**src/rtl/bch_enc_pkg.sv**
```systemverilog
package bch_enc_pkg;
  localparam int unsigned INFO_BITS = 24;
  localparam int unsigned CRC_BITS  = 16;
  localparam int unsigned CONST_LEN = 7;
  localparam int unsigned CODE_RATE = 3;
  localparam logic [CRC_BITS-1:0] CRC_POLY = 16'h1021;
  // generator r lives at bits [r*CONST_LEN +: CONST_LEN], emitted r = 0 first
  localparam logic [CODE_RATE*CONST_LEN-1:0] GEN_SET = {7'o165, 7'o171, 7'o133};

  typedef enum logic [1:0] {
    ANT_ONE  = 2'b00,
    ANT_TWO  = 2'b01,
    ANT_FOUR = 2'b10,
    ANT_RSVD = 2'b11
  } ant_cfg_e;
endpackage

```
**src/rtl/bch_crc_serial.sv**
```systemverilog
module bch_crc_serial #(
  parameter int unsigned          W    = 16,
  parameter logic [W-1:0]         POLY = 16'h1021
) (
  input  logic         clk_i,
  input  logic         rst_ni,
  input  logic         clr_i,
  input  logic         en_i,
  input  logic         bit_i,
  output logic [W-1:0] crc_o
);
  logic [W-1:0] crc_q, base, crc_nxt;
  logic         fb;

  always_comb begin
    base    = clr_i ? '0 : crc_q;
    fb      = bit_i ^ base[W-1];
    crc_nxt = {base[W-2:0], 1'b0} ^ (fb ? POLY : '0);
  end

  always_ff @(posedge clk_i or negedge rst_ni) begin
    if (!rst_ni)   crc_q <= '0;
    else if (en_i) crc_q <= crc_nxt;
  end

  assign crc_o = crc_q;

  AST_CRC_ZERO_SEED: assert property (@(posedge clk_i) disable iff (!rst_ni)
    (en_i && clr_i && !bit_i) |=> (crc_o == '0));
endmodule

```
**src/rtl/bch_blk_collect.sv**
```systemverilog
module bch_blk_collect
  import bch_enc_pkg::*;
#(
  parameter int unsigned DATA_W = 24,
  parameter int unsigned CRC_W  = 16,
  localparam int unsigned BLK_W = DATA_W + CRC_W,
  localparam int unsigned CNT_W = $clog2(DATA_W + 1)
) (
  input  logic             clk_i,
  input  logic             rst_ni,
  input  logic             start_i,
  input  logic             data_i,
  input  logic             valid_i,
  input  logic [1:0]       ant_i,
  input  logic             busy_i,
  input  logic [CRC_W-1:0] crc_i,
  output logic             crc_clr_o,
  output logic             crc_en_o,
  output logic             done_o,
  output logic [BLK_W-1:0] blk_o
);
  logic              act_q, done_q;
  logic [CNT_W-1:0]  cnt_q, cnt_nxt;
  logic [DATA_W-1:0] data_q;
  logic [CRC_W-1:0]  mask_q, mask_sel, crc_m;
  logic              take, first, acc;

  // mask in CRC bit order (bit CRC_W-1 goes out first)
  always_comb begin
    mask_sel = '0;
    unique case (ant_cfg_e'(ant_i))
      ANT_TWO:  mask_sel = '1;
      ANT_FOUR: for (int i = 0; i < int'(CRC_W); i++) mask_sel[i] = (i % 2 == 0);
      default:  mask_sel = '0;
    endcase
  end

  assign take    = valid_i && !busy_i && !done_q;
  assign first   = take && start_i;
  assign acc     = take && (start_i || act_q);
  assign cnt_nxt = first ? CNT_W'(1) : cnt_q + CNT_W'(1);

  always_ff @(posedge clk_i or negedge rst_ni) begin
    if (!rst_ni) begin
      act_q  <= 1'b0;
      done_q <= 1'b0;
      cnt_q  <= '0;
      data_q <= '0;
      mask_q <= '0;
    end else begin
      done_q <= 1'b0;
      if (acc) begin
        data_q <= {data_i, data_q[DATA_W-1:1]};
        if (first) mask_q <= mask_sel;
        if (cnt_nxt == CNT_W'(DATA_W)) begin
          act_q  <= 1'b0;
          done_q <= 1'b1;
          cnt_q  <= '0;
        end else begin
          act_q  <= 1'b1;
          cnt_q  <= cnt_nxt;
        end
      end
    end
  end

  assign crc_m = crc_i ^ mask_q;

  always_comb begin
    blk_o[DATA_W-1:0] = data_q;
    for (int m = 0; m < int'(CRC_W); m++) blk_o[DATA_W+m] = crc_m[CRC_W-1-m];
  end

  assign crc_clr_o = first;
  assign crc_en_o  = acc;
  assign done_o    = done_q;

  AST_DONE_PULSE: assert property (@(posedge clk_i) disable iff (!rst_ni)
    done_o |=> !done_o);
  AST_HOLD_WHEN_BUSY: assert property (@(posedge clk_i) disable iff (!rst_ni)
    (busy_i || done_o) |=> ($stable(data_q) && $stable(mask_q)));
endmodule

```
**src/rtl/bch_tbcc_ser.sv**
```systemverilog
module bch_tbcc_ser #(
  parameter int unsigned BLK_W = 40,
  parameter int unsigned K     = 7,
  parameter int unsigned RATE  = 3,
  parameter logic [RATE*K-1:0] GENS = {7'o165, 7'o171, 7'o133},
  localparam int unsigned M     = K - 1,
  localparam int unsigned OUT_N = BLK_W * RATE,
  localparam int unsigned CNT_W = $clog2(OUT_N),
  localparam int unsigned SUB_W = (RATE > 1) ? $clog2(RATE) : 1
) (
  input  logic             clk_i,
  input  logic             rst_ni,
  input  logic             load_i,
  input  logic [BLK_W-1:0] blk_i,
  output logic             bit_o,
  output logic             valid_o,
  output logic             sop_o,
  output logic             eop_o,
  output logic             busy_o
);
  logic             run_q;
  logic [CNT_W-1:0] cnt_q;
  logic [SUB_W-1:0] sub_q;
  logic [BLK_W-1:0] feed_q;
  logic [M-1:0]     sr_q;   // sr_q[M-1] is the most recent past bit
  logic [K-1:0]     taps;
  logic [RATE-1:0]  coded;

  assign taps = {feed_q[0], sr_q};

  for (genvar r = 0; r < int'(RATE); r++) begin : g_gen
    assign coded[r] = ^(GENS[r*K +: K] & taps);
  end

  assign bit_o   = coded[sub_q];
  assign valid_o = run_q;
  assign sop_o   = run_q && (cnt_q == '0);
  assign eop_o   = run_q && (cnt_q == CNT_W'(OUT_N - 1));
  assign busy_o  = run_q;

  always_ff @(posedge clk_i or negedge rst_ni) begin
    if (!rst_ni) begin
      run_q  <= 1'b0;
      cnt_q  <= '0;
      sub_q  <= '0;
      feed_q <= '0;
      sr_q   <= '0;
    end else if (!run_q) begin
      if (load_i) begin
        run_q  <= 1'b1;
        cnt_q  <= '0;
        sub_q  <= '0;
        feed_q <= blk_i;
        sr_q   <= blk_i[BLK_W-1 -: M];  // tail-biting start state
      end
    end else begin
      cnt_q <= cnt_q + CNT_W'(1);
      if (eop_o) run_q <= 1'b0;
      if (sub_q == SUB_W'(RATE - 1)) begin
        sub_q  <= '0;
        feed_q <= {1'b0, feed_q[BLK_W-1:1]};
        sr_q   <= {feed_q[0], sr_q[M-1:1]};
      end else begin
        sub_q  <= sub_q + SUB_W'(1);
      end
    end
  end

  AST_CONTIG_RUN: assert property (@(posedge clk_i) disable iff (!rst_ni)
    (valid_o && !eop_o) |=> valid_o);
  AST_EOP_CLOSES: assert property (@(posedge clk_i) disable iff (!rst_ni)
    eop_o |=> !valid_o);
  AST_LOAD_WHEN_IDLE: assert property (@(posedge clk_i) disable iff (!rst_ni)
    load_i |-> !valid_o);
  AST_LOAD_TO_SOP: assert property (@(posedge clk_i) disable iff (!rst_ni)
    load_i |=> sop_o);
endmodule

```
**src/rtl/bch_crc_tbcc_enc.sv**
```systemverilog
module bch_crc_tbcc_enc
  import bch_enc_pkg::*;
#(
  parameter int unsigned DATA_W = INFO_BITS,
  parameter int unsigned CRC_W  = CRC_BITS,
  parameter logic [CRC_W-1:0] POLY = CRC_POLY,
  parameter int unsigned K      = CONST_LEN,
  parameter int unsigned RATE   = CODE_RATE,
  parameter logic [RATE*K-1:0] GENS = GEN_SET,
  localparam int unsigned BLK_W = DATA_W + CRC_W
) (
  input  logic       clk_i,
  input  logic       rst_ni,
  input  logic       start_i,
  input  logic       data_i,
  input  logic       valid_i,
  input  logic [1:0] ant_sel_i,
  output logic       bit_o,
  output logic       valid_o,
  output logic       sop_o,
  output logic       eop_o
);
  logic             crc_clr, crc_en, blk_done, enc_busy;
  logic [CRC_W-1:0] crc_val;
  logic [BLK_W-1:0] blk;

  bch_crc_serial #(.W(CRC_W), .POLY(POLY)) u_crc (
    .clk_i  (clk_i),
    .rst_ni (rst_ni),
    .clr_i  (crc_clr),
    .en_i   (crc_en),
    .bit_i  (data_i),
    .crc_o  (crc_val)
  );

  bch_blk_collect #(.DATA_W(DATA_W), .CRC_W(CRC_W)) u_collect (
    .clk_i     (clk_i),
    .rst_ni    (rst_ni),
    .start_i   (start_i),
    .data_i    (data_i),
    .valid_i   (valid_i),
    .ant_i     (ant_sel_i),
    .busy_i    (enc_busy),
    .crc_i     (crc_val),
    .crc_clr_o (crc_clr),
    .crc_en_o  (crc_en),
    .done_o    (blk_done),
    .blk_o     (blk)
  );

  bch_tbcc_ser #(.BLK_W(BLK_W), .K(K), .RATE(RATE), .GENS(GENS)) u_enc (
    .clk_i   (clk_i),
    .rst_ni  (rst_ni),
    .load_i  (blk_done),
    .blk_i   (blk),
    .bit_o   (bit_o),
    .valid_o (valid_o),
    .sop_o   (sop_o),
    .eop_o   (eop_o),
    .busy_o  (enc_busy)
  );
endmodule

```
**config.mk**
```make
export PLATFORM = sky130hd
export DESIGN_NAME = bch_crc_tbcc_enc
export DESIGN_NICKNAME = d
export VERILOG_FILES = /design/src/rtl/bch_enc_pkg.sv /design/src/rtl/bch_crc_serial.sv /design/src/rtl/bch_blk_collect.sv /design/src/rtl/bch_tbcc_ser.sv /design/src/rtl/bch_crc_tbcc_enc.sv
export SDC_FILE = /design/constraint.sdc
export NUM_CORES = 1
export LEC_CHECK = 0
export ABC_AREA = 1
export BUFFER_PORTS_ARGS = -buffer_cell sky130_fd_sc_hd__buf_2
export CORE_ASPECT_RATIO = 0.8
export CORE_MARGIN = 5
export CORE_UTILIZATION = 35
export DETAILED_ROUTE_END_ITERATION = 12
export PLACE_DENSITY = 0.57
export SYNTH_ARGS = -nofsm -noshare
export SYNTH_HDL_FRONTEND = slang
export SYNTH_HIERARCHICAL = 1
export SYNTH_SLANG_ARGS = --single-unit
```
**constraint.sdc**
```tcl
create_clock -name clk_i -period 1.85 [get_ports clk_i]
set_input_delay 0.2775 -clock clk_i [delete_from_list [all_inputs] [get_ports clk_i]]
set_output_delay 0.2775 -clock clk_i [all_outputs]
set_load 0.02 [all_outputs]
```
; Yosys cells after proc, flatten, opt, wreduce, memory -nomap -nowiden
; Index checks and enable logic that the tools add are counted.
[word_totals]
word_cells = 64
out_inout_bits = 4
regBits = 119
input_bits = 7
[classes]
add_sub_neg = 3
muxes = 24
n_reduce_logical = 16
eq_ne = 6
bitwise_logic = 3
order_cmp = 1
[op_table]
columns = operator, n
row1 = $mux W40, 3
row2 = $pmux W16 S2, 1
row3 = $xor A16 B16 Y16, 2
row4 = $reduce_xor A7 Y1, 3
row5 = $mux W6, 3
row6 = $mux W16, 1
row7 = $mux W7, 2
row8 = $mux W13, 1
row9 = $mux W5, 2
row10 = $add A7 B1 Y7 const B, 1
row11 = $eq A7 B7 Y1 const B, 1
row12 = $logic_not A7 Y1, 1
row13 = $mux W1, 7
row14 = $logic_and A1 B1 Y1, 6
row15 = $mux W2, 3
row16 = $add A5 B1 Y5 const B, 1
row17 = $eq A5 B5 Y1 const B, 1
row18 = $eq A2 B2 Y1 const B, 2
row19 = $reduce_and A2 Y1, 2
row20 = $lt A2 B3 Y1 const B, 1
row21 = $add A2 B1 Y2 const B, 1
row22 = $bmux W1 S2, 1
row23 = $eq A2 B1 Y1 const B, 1
row24 = $logic_not A1 Y1, 2
row25 = other kinds (4), 4

; Longest topological paths before layout
[logic_depth]
word_depth = 8
mapped_depth = 10
mapped_depth_nobuf = 10

; Cells and area by module
; Netlist, hierarchy kept.
[modules_own_cells]
columns = module, area_per_inst_um2, n_inst, seq_area_each_um2, cells_per_inst
row1 = bch_tbcc_ser, 2731.4, 1, 1401.3, 347
row2 = bch_blk_collect, 1571.5, 1, 825.8, 179
row3 = bch_crc_serial, 745.7, 1, 400.4, 71

; Worst setup path after synthesis
; Ideal clock, no wire load.
[synth_path]
path_kind = register to output
start = reg u_enc.cnt_q[0]
end = out eop_o
arrival_ps = 1370
slack_ps = 203
stages_incl_launch_ff = 4
path_buffers = 0
t_required_ps = 1572
cell_sequence = dfrtp_1 -> ha_1 -> nand3_1 -> nor4_1
[synth_between]
elab_chain_cells = 2
[synth_rtl]
columns = element, line
row1 = start: declaration, bch_tbcc_ser.sv:22  ; logic [CNT_W-1:0] cnt_q;
row2 = start signal: assignment, bch_tbcc_ser.sv:57  ; cnt_q <= cnt_q + CNT_W'(1);
row3 = $eq A7 B7 Y1, bch_tbcc_ser.sv:38  ; assign eop_o = run_q && (cnt_q == CNT_W'(OUT_N - 1));
row4 = $logic_and A1 B1 Y1, bch_tbcc_ser.sv:38
row5 = end: declaration, bch_crc_tbcc_enc.sv:21  ; output logic eop_o
; Every way passes these cells.

; Worst setup path in the final report
[layout_path]
start = reg u_enc.cnt_q[1]
end = out eop_o
; The elaborated chain is that of the path after synthesis.

==> flow_summary.yaml <==
routing:
  drt.antenna.violating_nets: 0
  wire_per_inst_um: 12.6
  drt_iter0_markers: 231
  viasPerCell: 4.78
  drt_wl_total_mm: 10.0
  post-route-drc-count: 0
  drt_pre_antenna_iters: 4
  vias: 3795
floorplan:
  placementRows: 39
  chipHeight_um: 117
  core_area_um2: 14200
  die_w_um: 144
  dieArea_um2: 16900
  io_pins: 11
  initial_core_util_pct: 35.6
timing:
  finalCriticalPeriod_ns: 1.75
  max_freq_mhz: 572
  setup_viol: 0
  finalCritPeriodShare_pct: 94.5
  rsz0062_at_grt: "yes"
  worstMarginPinSlew_ns: 0.551
  timing.slew.headroom_pct: 63.2
  finalHoldViolations: 0
  slew_violations: 0
  fin_skew_ns: 0.00307
clock_tree:
  cts_buffers: 9
  cts_tree: "built"
  clock_latency_ns: 0.34
  clk_pin_slew_ns: 0.07
  cts_root_buf: "clkbuf_16"
  cts.sink_count: 105
  cts_max_level: 3
  cts_buffer_depth: 2
global_routing:
  grt_pass1_vias: 3539
  grt_max_degree: 56
  grt_pass1_wl_mm: 17.4
  antenna_found_initial: 0
  grt_use_total_pct: 12.6
  grt_overflow: 0
power_and_ir_drop:
  power.total_mw: 5.66
  leakagePower_nw: 2.75
  irDropWorstVdd_v: 0.000543
  cellPowerDensity_nw_per_um2: 993
critical_path:
  slowest_stage: "dfrtp_1"
  rrSetupSlack_ns: 0.24
  cp-start-kind: "flop"
  end_kind: "output pin"
  cp_num_buf_inv: 1
  cp_top_family: "flip-flops"
  crit_path_max_fanout: 4
  max_stage_delay_ns: 0.39
  path_class: "reg -> out"
  arrival_ns: 1.47
  path_cells: "ha_1, nand3_2, nor4_4, buf_4"
  critical_path_required_ns: 1.57
yosys:
  syn_nets: 608
  synth_area_leaders: "dfrtp_1, nand2_1, a31oi_1, nor2_1, inv_1"
  synth.avg_cell_area_um2: 8.46
  yosys_warnings: 6
  yosysTopAreaCell: "dfrtp_1"
  ys_ff_latch: 105
  syn-cell-area_um2: 5050
  ys_seq_area_share_pct: 52.0
  yosysUniqueCellTypes: 33
  yosys.area.top_type_share_pct: 52.0
  synthCells: 597
placed_design:
  portBuffers: 10
  hpwlAfterDp_mm: 6.66
  gp_congestion: 0.836
layout:
  layout-drive-gt1-share_pct: 12.6
  final_util_pct: 40.2
  nNetsFinal: 616
  area_delta_synth_final_pct: 12.9
  diodes: 0
worst_hold_path:
  hold_path.class: "in -> reg"
flow_run:
  drv_cap: 0
run_status:
  outcome: "finished, final reports clean"
## metrics by stage
step | cells | instance area (um2) | setup TNS, ns | setup slack [ns] | hold slack (ns)
2_1_floorplan | 597 | 5050 | 0 | 0.203 | -0.0181
3_3_place_gp | 772 | 5290 | 0 | 0.259 | 0.180
3_5_place_dp | 772 | 5290 | 0 | 0.235 | 0.181
4_1_cts | 791 | 5660 | 0 | 0.00478 | 0.183
5_1_grt | 794 | 5700 | -0.000844 | -0.000844 | 0.200
6_report | 794 | 5700 | 0 | 0.102 | 0.189
## registers in the layout (all words and copies together), names as in the netlist
name and count:
u_collect/cnt_q 5, u_enc/sub_q 2, u_collect/act_q 1, u_enc/busy_o 1, u_collect/data_q 24, u_collect/done_o 1, u_enc/cnt_q 7, u_enc/sr_q 6
u_collect/mask_q 2, u_enc/feed_q 40, u_crc/crc_o 16
## layout make-up
type                            instances  area [um2]
Sequential cell                       105        2630
Tap cell                              184         230
Fill cell                            1429        8500
Multi-Input combinational cell        414        2070
Inverter                               47         179
Clock inverter                          2        60.1
Clock buffer                           14         264
Timing Repair Buffer                   28         274
## what timing repair did
action | in CTS | in global routing
cloned | 0 | 0
resized for setup | 3 | 10
pin swaps | 1 | 5
hold buffers | 1 | 0
buffers inserted | 2 | 3
hold endpoints to repair | 16 | 0
setup endpoints to repair | 1 | 3
## kinds of logic after synthesis
logic type      Yosys count  share of synthesized area (%)
simple gates            301                           24.7
flops                   105                           52.0
compound gates           90                           11.4
buf+inv                  78                           7.58
xor+xnor                 19                           3.30
fa+ha+maj                 4                          0.991
## worst reg2reg max path, stage by stage, from the launching register on
cell,delay (ns)
dfrtp_2,0.46
buf_4,0.21
buf_4,0.24
nor2_1,0.31
inv_1,0.13
o21ai_0,0.18
## where the power goes
part	leakage [nW]	total, mW	switching, mW	internal [mW]
Clock	0.157	2.07	0.810	1.26
Combinational	1.16	0.820	0.491	0.329
Sequential	1.43	2.77	0.229	2.54
## metal layers
layer	share of wire, %	GRT usage, %
met3	5.0	4.60
met5	0	0
met1	53	19.2
met4	0.97	2.91
met2	41	16.9
## cell usage after synthesis (all sizes together)
cell and count:
nand3 21, nor4 2, buf 29, inv 47, o31ai 1, a21boi 1, xor2 17, nor3 1
a31oi 39, nand4 4, xnor2 2, o21ai 36, ha 4, nand2 218, a21oi 4, clkbuf 2
nor2 55, o22ai 9, dfrtp 105
## worst paths after layout
kind | start | to | depth (start not counted)
min | data_i | u_collect/data_q[23]$_DFFE_PN0N_ | 3
max | u_enc/cnt_q[1]$_DFFE_PN0P_ | eop_o | 4
max in group asynchronous | rst_ni | u_enc/feed_q[23]$_DFFE_PN0P_ | 3
min in group asynchronous | rst_ni | u_enc/cnt_q[4]$_DFFE_PN0P_ | 2
max reg2reg | u_enc/busy_o$_DFF_PN0_ | u_enc/cnt_q[1]$_DFFE_PN0P_ | 5
min reg2reg | u_collect/act_q$_DFFE_PN0N_ | u_collect/act_q$_DFFE_PN0N_ | 2
## cell usage in the layout, fill, tap and decap left out, types with 2 or more instances in the layout
master	Yosys	layout
o21ai_0	20	20
nand3_2	2	3
nand3_1	18	17
bufinv_16	0	2
xor2_1	17	17
nand2_2	3	6
buf_12	0	6
clkbuf_1	2	3
ha_1	4	4
o21ai_2	2	2
a31oi_1	39	39
dfrtp_1	105	104
inv_1	42	39
nor2_1	50	50
clkbuf_8	0	2
inv_2	4	7
o22ai_2	8	8
xnor2_1	2	2
buf_4	3	13
nand4_1	4	4
buf_2	19	7
nor2_2	3	3
nand2_4	2	2
nand2_1	213	210
a21oi_1	4	4
clkbuf_16	0	9
o21ai_1	14	14
Power figures use the tool's default switching activity.
